`src/rtl/spi_flag_pkg.sv`:
```
package spi_flag_pkg;
  localparam int NFLAG = 3;
  localparam int F_TXE = 0;
  localparam int F_RXF = 1;
  localparam int F_OVF = 2;
  localparam int NARM  = 2;

  typedef struct packed {
    logic stat_rd;
    logic data_rd;
    logic data_wr;
    logic ctrl_wr;
  } acc_t;
endpackage

```
`src/rtl/spi_flag_gate.sv`:
```
module spi_flag_gate
  import spi_flag_pkg::*;
(
  input  logic stop_i,
  input  logic wait_i,
  input  logic brk_i,
  input  logic brk_clr_en_i,
  input  logic stat_rd_i,
  input  logic data_rd_i,
  input  logic data_wr_i,
  input  logic ctrl_wr_i,
  output logic run_o,
  output acc_t acc_o
);
  logic cpu_ok;
  logic clr_ok;

  // CPU accesses are refused in both low-power modes
  assign cpu_ok = ~stop_i & ~wait_i;
  // flag-touching accesses are held off in a protected break
  assign clr_ok = ~brk_i | brk_clr_en_i;
  assign run_o  = ~stop_i;

  always_comb begin
    acc_o.stat_rd = stat_rd_i & cpu_ok & clr_ok;
    acc_o.data_rd = data_rd_i & cpu_ok & clr_ok;
    acc_o.data_wr = data_wr_i & cpu_ok & clr_ok;
    acc_o.ctrl_wr = ctrl_wr_i & cpu_ok;
  end
endmodule

```
`src/rtl/spi_flag_arm.sv`:
```
module spi_flag_arm (
  input  logic clk,
  input  logic rst,
  input  logic stat_rd_i,
  input  logic data_rd_i,
  input  logic flag_i,
  output logic clr_o
);
  logic armed_q;

  always_ff @(posedge clk) begin
    if (rst) begin
      armed_q <= 1'b0;
    end else if (stat_rd_i) begin
      armed_q <= flag_i;
    end else if (data_rd_i) begin
      armed_q <= 1'b0;
    end
  end

  assign clr_o = data_rd_i & ~stat_rd_i & armed_q;
endmodule

```
`src/rtl/spi_flag_tx.sv`:
```
module spi_flag_tx #(
  parameter int DW = 8
) (
  input  logic          clk,
  input  logic          rst,
  input  logic          run_i,
  input  logic          wr_i,
  input  logic [DW-1:0] wdata_i,
  input  logic          done_i,
  output logic          txe_o,
  output logic          busy_o,
  output logic          start_o,
  output logic [DW-1:0] tx_o
);
  logic [DW-1:0] buf_q;

  always_ff @(posedge clk) begin
    if (rst) begin
      txe_o   <= 1'b1;
      busy_o  <= 1'b0;
      start_o <= 1'b0;
      tx_o    <= '0;
      buf_q   <= '0;
    end else if (!run_i) begin
      start_o <= 1'b0;
    end else begin
      start_o <= 1'b0;
      if (done_i && busy_o) begin
        busy_o <= 1'b0;
      end
      if (!txe_o && !busy_o) begin
        start_o <= 1'b1;
        tx_o    <= buf_q;
        busy_o  <= 1'b1;
        txe_o   <= 1'b1;
      end else if (wr_i && txe_o) begin
        buf_q <= wdata_i;
        txe_o <= 1'b0;
      end
    end
  end
endmodule

```
`src/rtl/spi_flag_rx.sv`:
```
module spi_flag_rx #(
  parameter int DW = 8
) (
  input  logic          clk,
  input  logic          rst,
  input  logic          fin_i,
  input  logic [DW-1:0] rx_i,
  input  logic          clr_rxf_i,
  input  logic          clr_ovf_i,
  output logic          rxf_o,
  output logic          ovf_o,
  output logic [DW-1:0] rdata_o
);
  always_ff @(posedge clk) begin
    if (rst) begin
      rxf_o   <= 1'b0;
      ovf_o   <= 1'b0;
      rdata_o <= '0;
    end else begin
      if (fin_i && !rxf_o) begin
        rxf_o   <= 1'b1;
        rdata_o <= rx_i;
      end else if (clr_rxf_i) begin
        rxf_o <= 1'b0;
      end
      if (fin_i && rxf_o) begin
        ovf_o <= 1'b1;
      end else if (clr_ovf_i) begin
        ovf_o <= 1'b0;
      end
    end
  end
endmodule

```
`src/rtl/spi_flag_irq.sv`:
```
module spi_flag_irq #(
  parameter int N = 3
) (
  input  logic         clk,
  input  logic         rst,
  input  logic         ctrl_wr_i,
  input  logic [N-1:0] ctrl_i,
  input  logic [N-1:0] flags_i,
  input  logic         wait_i,
  output logic [N-1:0] en_o,
  output logic [N-1:0] irq_o,
  output logic         wake_o
);
  logic [N-1:0] req;

  assign req = flags_i & en_o;

  always_ff @(posedge clk) begin
    if (rst) begin
      en_o <= '0;
    end else if (ctrl_wr_i) begin
      en_o <= ctrl_i;
    end
  end

  for (genvar i = 0; i < N; i++) begin : g_line
    always_ff @(posedge clk) begin
      if (rst) begin
        irq_o[i] <= 1'b0;
      end else begin
        irq_o[i] <= req[i];
      end
    end
  end

  always_ff @(posedge clk) begin
    if (rst) begin
      wake_o <= 1'b0;
    end else begin
      wake_o <= wait_i & (|req);
    end
  end
endmodule

```
`src/rtl/spi_flag_ctrl.sv`:
```
module spi_flag_ctrl
  import spi_flag_pkg::*;
#(
  parameter int DW = 8
) (
  input  logic          clk,
  input  logic          rst,
  input  logic          stop_i,
  input  logic          wait_i,
  input  logic          brk_i,
  input  logic          brk_clr_en_i,
  input  logic          stat_rd_i,
  input  logic          data_rd_i,
  input  logic          data_wr_i,
  input  logic [DW-1:0] wdata_i,
  input  logic          ctrl_wr_i,
  input  logic [2:0]    ctrl_i,
  input  logic          xfer_done_i,
  input  logic [DW-1:0] xfer_rx_i,
  output logic [2:0]    stat_o,
  output logic [DW-1:0] rdata_o,
  output logic          xfer_start_o,
  output logic [DW-1:0] xfer_tx_o,
  output logic [2:0]    irq_o,
  output logic          wake_o
);
  acc_t            acc;
  logic            run;
  logic            txe;
  logic            rxf;
  logic            ovf;
  logic            tx_busy;
  logic            fin;
  logic [NARM-1:0] arm_flag;
  logic [NARM-1:0] arm_clr;
  logic [NFLAG-1:0] flags;
  logic [NFLAG-1:0] irq_en;

  spi_flag_gate u_gate (
    .stop_i       (stop_i),
    .wait_i       (wait_i),
    .brk_i        (brk_i),
    .brk_clr_en_i (brk_clr_en_i),
    .stat_rd_i    (stat_rd_i),
    .data_rd_i    (data_rd_i),
    .data_wr_i    (data_wr_i),
    .ctrl_wr_i    (ctrl_wr_i),
    .run_o        (run),
    .acc_o        (acc)
  );

  spi_flag_tx #(.DW(DW)) u_tx (
    .clk     (clk),
    .rst     (rst),
    .run_i   (run),
    .wr_i    (acc.data_wr),
    .wdata_i (wdata_i),
    .done_i  (xfer_done_i),
    .txe_o   (txe),
    .busy_o  (tx_busy),
    .start_o (xfer_start_o),
    .tx_o    (xfer_tx_o)
  );

  assign fin = run & xfer_done_i & tx_busy;

  // index 0: receive-full, index 1: overflow
  assign arm_flag = {ovf, rxf};

  for (genvar k = 0; k < NARM; k++) begin : g_arm
    spi_flag_arm u_arm (
      .clk       (clk),
      .rst       (rst),
      .stat_rd_i (acc.stat_rd),
      .data_rd_i (acc.data_rd),
      .flag_i    (arm_flag[k]),
      .clr_o     (arm_clr[k])
    );
  end

  spi_flag_rx #(.DW(DW)) u_rx (
    .clk       (clk),
    .rst       (rst),
    .fin_i     (fin),
    .rx_i      (xfer_rx_i),
    .clr_rxf_i (arm_clr[0]),
    .clr_ovf_i (arm_clr[1]),
    .rxf_o     (rxf),
    .ovf_o     (ovf),
    .rdata_o   (rdata_o)
  );

  always_comb begin
    flags        = '0;
    flags[F_TXE] = txe;
    flags[F_RXF] = rxf;
    flags[F_OVF] = ovf;
  end

  assign stat_o = flags;

  spi_flag_irq #(.N(NFLAG)) u_irq (
    .clk       (clk),
    .rst       (rst),
    .ctrl_wr_i (acc.ctrl_wr),
    .ctrl_i    (ctrl_i),
    .flags_i   (flags),
    .wait_i    (wait_i),
    .en_o      (irq_en),
    .irq_o     (irq_o),
    .wake_o    (wake_o)
  );
endmodule

```
`config.mk`:
```
export PLATFORM = sky130hd
export DESIGN_NAME = spi_flag_ctrl
export DESIGN_NICKNAME = d
export VERILOG_FILES = /design/src/rtl/spi_flag_pkg.sv /design/src/rtl/spi_flag_gate.sv /design/src/rtl/spi_flag_arm.sv /design/src/rtl/spi_flag_tx.sv /design/src/rtl/spi_flag_rx.sv /design/src/rtl/spi_flag_irq.sv /design/src/rtl/spi_flag_ctrl.sv
export SDC_FILE = /design/constraint.sdc
export NUM_CORES = 1
export LEC_CHECK = 0
export BUFFER_PORTS_ARGS = -buffer_cell sky130_fd_sc_hd__buf_2
export CAP_MARGIN = 20
export CORE_AREA = 2 2 68 70
export DETAILED_ROUTE_END_ITERATION = 16
export DIE_AREA = 0 0 70 72
export HOLD_SLACK_MARGIN = 0.15
export PLACE_DENSITY = 0.65
export SYNTH_ARGS = -nofsm -noshare
export SYNTH_HDL_FRONTEND = slang
export SYNTH_HIERARCHICAL = 1
export SYNTH_SLANG_ARGS = --single-unit
```
`constraint.sdc`:
```
create_clock -name clk -period 2.1 [get_ports clk]
set_input_delay 0.21 -clock clk [delete_from_list [all_inputs] [get_ports clk]]
set_output_delay 0.21 -clock clk [all_outputs]
set_load 0.02 [all_outputs]
```
Word-level counts from Yosys, hierarchy flattened
Cells that the tools add are included.
W data, S select, Z words.
{"block": "word_totals", "word_cells": 67, "regBits": 38}
{"block": "op_classes", "n_reduce_logical": 19, "n_mux": 12, "n_bitwise": 21}
{"operator": "$and A1 B1 Y1", "count": 14}
{"operator": "$mux W1", "count": 12}
{"operator": "$reduce_bool A2 Y1", "count": 5}
{"operator": "$reduce_and A2 Y1", "count": 3}
{"operator": "$logic_and A1 B1 Y1", "count": 5}
{"operator": "$not A1 Y1", "count": 5}
{"operator": "$and A3 B3 Y3", "count": 1}
{"operator": "$logic_not A1 Y1", "count": 3}
{"operator": "$reduce_and A3 Y1", "count": 1}
{"operator": "$reduce_or A3 Y1", "count": 1}
{"operator": "$reduce_or A2 Y1", "count": 1}
{"operator": "$or A1 B1 Y1", "count": 1}

Logic depth before layout (Yosys ltp)
{"block": "depth", "depth_word": 9, "ltp_mapped": 6, "mapped_depth_nobuf": 5}

By module
Netlist, hierarchy kept.
{"mod": "spi_flag_tx", "instances": 1, "area_each_um2": 680.7, "seq_area_each_um2": 380.4, "cells_per_inst": 82}
{"mod": "spi_flag_rx", "instances": 1, "area_each_um2": 440.4, "seq_area_each_um2": 200.2, "cells_per_inst": 43}
{"mod": "spi_flag_irq", "instances": 1, "area_each_um2": 222.7, "seq_area_each_um2": 140.1, "cells_per_inst": 21}
{"mod": "spi_flag_arm", "instances": 2, "area_each_um2": 47.5, "seq_area_each_um2": 20.0, "cells_per_inst": 5}
{"mod": "spi_flag_gate", "instances": 1, "area_each_um2": 51.3, "seq_area_each_um2": 0.0, "cells_per_inst": 6}
{"mod": "spi_flag_ctrl", "instances": 1, "area_each_um2": 28.8, "seq_area_each_um2": 0.0, "cells_per_inst": 4}

Worst setup path after synthesis
Ideal clock, no wire load.
{"block": "synth_path", "path_type": "input-to-reg", "startpoint": "input port brk_i", "endpoint": "register u_rx.ovf_o", "slack_ps": 754, "n_path_buf": 0, "cell_stages": 5, "arrival_time_ps": 1277, "setup_time_ps": 70, "path_cell_list": "nor2b_4 -> nor4b_1 -> and3b_2 -> nand2b_1 -> a21oi_1"}
{"item": "start: declaration", "line_no": "spi_flag_ctrl.sv:10", "text": "input logic brk_i,"}
{"item": "end signal: assignment", "line_no": "spi_flag_rx.sv:17", "text": "ovf_o <= 1'b0;"}
{"item": "end signal: assignment", "line_no": "spi_flag_rx.sv:27", "text": "ovf_o <= 1'b1;"}
{"item": "end signal: assignment", "line_no": "spi_flag_rx.sv:29", "text": "ovf_o <= 1'b0;"}
{"item": "end: declaration", "line_no": "spi_flag_rx.sv:11", "text": "output logic ovf_o,"}

Worst setup path in the final report
{"block": "layout_path", "startpoint": "register u_rx.rxf_o", "endpoint": "output port stat_o[1]"}
{"item": "start: declaration", "line_no": "spi_flag_rx.sv:10", "text": "output logic rxf_o,"}
{"item": "start signal: assignment", "line_no": "spi_flag_rx.sv:16", "text": "rxf_o <= 1'b0;"}
{"item": "start signal: assignment", "line_no": "spi_flag_rx.sv:21", "text": "rxf_o <= 1'b1;"}
{"item": "start signal: assignment", "line_no": "spi_flag_rx.sv:24", "text": "rxf_o <= 1'b0;"}
{"item": "end: declaration", "line_no": "spi_flag_ctrl.sv:20", "text": "output logic [2:0] stat_o,"}
No word-level cell between the ends.

==> qor.yml <==
grt:
  grt_use_total_pct: 12.8
  grt_pass1_vias: 1169
  grt_max_degree: 35
  gr-total-overflow: 0
  grt_pass1_wl_mm: 5.05
  antenna_found_initial: 0
critical_path:
  cp_top_family: "flip-flops"
  arrival_ns: 1.18
  path_class: "flop to output pin"
  path_buf_inv: 1
  max_stage_delay_ns: 0.64
  crit_slowest_cell: "dfxtp_1"
  critPathCaptureType: "output pin"
  start_kind: "flop"
  required_ns: 1.89
  path_cells: "buf_2"
  worst-path-max-fanout: 15
clocking:
  path_clk_slew_ns: 0.07
  cts_htree_levels: 2
  cts_tree: "yes"
  cts_root_buf: "clkbuf_8"
  clock_sinks: 38
  ctsResizeCount: 0
  clk_latency_ns: 0.28
  cts_made_buffers: 5
  clockBufferDepth: 2
floorplanning:
  chipWidth_um: 70
  io_pins: 54
  num_rows: 24
  start_util_pct: 35.6
  dieArea_mm2: 0.00504
  coreArea_mm2: 0.00426
  die_h_um: 72
synth:
  ys.warnings.count: 6
  ys_types: 25
  yosys-top-cells-area: "dfxtp_1 50%, nand2_1 9.6%, a21oi_1 6.9%, nand4bb_1 5.9%, nand2b_1 3.7%"
  synth_area_per_cell_um2: 9.15
  netlist_area_mm2: 0.00152
  netlist_instances: 166
  seq_area_frac_synth_pct: 50.1
  ys_ff_latch: 38
  synth_top_area_share_pct: 50.1
  synth_top_cell_by_area: "dfxtp_1"
  syn_nets: 196
power_and_ir_drop:
  power.density_mw_per_mm2: 731
  p_leak_nw: 0.793
  vdd_ir_drop_max_mv: 0.407
drt:
  vias: 1268
  first_pass_iters: 4
  drc: 0
  ant_nets: 0
  vias_per_cell: 4.66
  routed_wl_mm: 3.05
  drt-initial-drc-count: 42
  wl_per_cell_um: 11.2
sta:
  setup_viol: 0
  timing.fmax_mhz: 719
  timing.final.crit_share_pct: 66.2
  fin_tns_setup_ns: 0
  slew_viol_final: 0
  slew_headroom_pct: 53.3
  rsz0062_at_grt: "false"
  hold_viol: 0
  skew_ns: 0.00385
  period_needed_ns: 1.39
  tightest_slew_ns: 0.691
min_path:
  hold_path_class: "input port to flop"
layout:
  drive_gt1_share_pct: 31.8
  nFillCells: 459
  diodes: 0
  fin_util_pct: 44.9
  syn_to_final_growth_pct: 25.9
  nets: 249
  stdcell_area_mm2: 0.00191
place:
  gp_congestion: 0.806
  dpl-instance-area_mm2: 0.00179
  numPortBuffers: 53
  post-dp-hpwl_mm: 2.20
run:
  maxCapViolations: 0
status:
  status: "completed"
==> flip-flops by register name, indices dropped and copies added (netlist names) <==
register / flops
u_rx/rdata_o: 8
u_rx/rxf_o: 1
u_irq/irq_o: 3
u_irq/wake_o: 1
u_irq/en_o: 3
u_tx/txe_o: 1
u_tx/start_o: 1
u_tx/tx_o: 8
u_tx/busy_o: 1
u_tx/buf_q: 8
g_arm.u_arm/armed_q: 2
u_rx/ovf_o: 1
==> Yosys cell counts <==
cell and instances:
o21ai_1 8, nor3b_4 1, o21bai_1 1, and3_2 1, buf_2 2, dfxtp_1 38
buf_1 1, mux2i_1 3, nor2_1 9, nand2b_1 9, nor4b_1 3, a211oi_1 1
buf_4 6, nor2b_4 2, and3_1 1, nand2_1 39, inv_1 3, buf_6 1
nand4bb_1 8, a21oi_1 21, a311oi_2 1, nand3_1 1, and3b_2 2, nor3b_1 1
or3b_1 3
==> worst paths after layout <==
path / endpoint / cells after the start / startpoint / slack (ns)
worst min-delay path: u_irq/en_o[0]$_SDFFE_PP0P_ / 3 / ctrl_i[0] / 0.16
worst min register to register: u_tx/tx_o[6]$_SDFFE_PP0P_ / 2 / u_tx/tx_o[6]$_SDFFE_PP0P_ / 0.45
worst max register to register: u_rx/rdata_o[7]$_SDFFE_PP0P_ / 4 / u_tx/busy_o$_SDFFE_PP0P_ / 0.84
worst max-delay path: stat_o[1] / 1 / u_rx/rxf_o$_SDFFE_PP0P_ / 0.71
==> cell families (layout without fill, tap and decap cells) <==
family	after synthesis	count (layout)	synth area share, %
compound gates	32	32	11.5
simple gates	80	80	31.1
mux	3	3	1.98
buf+inv	13	67	5.35
flops	38	38	50.1
==> layer usage <==
metal	share of wire, %	global-route usage, %	vias to the layer above
met5	0	0	-
met4	2.0	7.05	0
li1	-	-	665
met1	45	14.6	569
met3	4.3	4.17	4
met2	49	21.4	30
==> cell usage in the layout (no fill, tap or decap), types with 5 or more instances in the layout <==
master	instances
a21oi_1	21
buf_2	53
clkbuf_8	5
dfxtp_1	38
nand2_1	39
nand2b_1	9
nand4bb_1	8
nor2_1	9
o21ai_1	8
==> through the flow <==
| step | hold WS (ns) | worst slack (ns) | std cells | power, W |
|---|---|---|---|---|
| after CTS | 0.151 | 0.680 | 271 | 0.00142 |
| after global placement | 0.441 | 0.554 | 263 | 0.000823 |
| after global routing | 0.156 | 0.631 | 272 | 0.00146 |
| after floorplan | 0.279 | 0.754 | 166 | 0.000784 |
| after detailed placement | 0.443 | 0.485 | 263 | 0.000823 |
| final | 0.160 | 0.709 | 272 | 0.00140 |
==> power by group <==
group          internal [W]  switching [W]  leakage, nW
sequential         0.000727     0.00000428        0.307
combinational     0.0000389      0.0000371        0.429
clock              0.000349       0.000242       0.0579
==> final cells by class <==
type                            instances  area [um^2]  share of cell area (%)
Clock buffer                            5         68.8                    3.60
Sequential cell                        38          761                    39.8
Inverter                                3         11.3                   0.589
Clock inverter                          3         40.0                    2.09
Timing Repair Buffer                   56          290                    15.2
Tap cell                               52         65.1                    3.40
Multi-Input combinational cell        115          677                    35.4
==> what timing repair did <==
| action | 4_1_cts | 5_1_grt |
|---|---|---|
| hold buffers | 0 | 1 |
| endpoints found under the setup margin | 0 | 0 |
| setup buffers | 0 | 0 |
| endpoints found under the hold margin | 0 | 1 |
No activity file was read; power rests on OpenSTA's default activity.
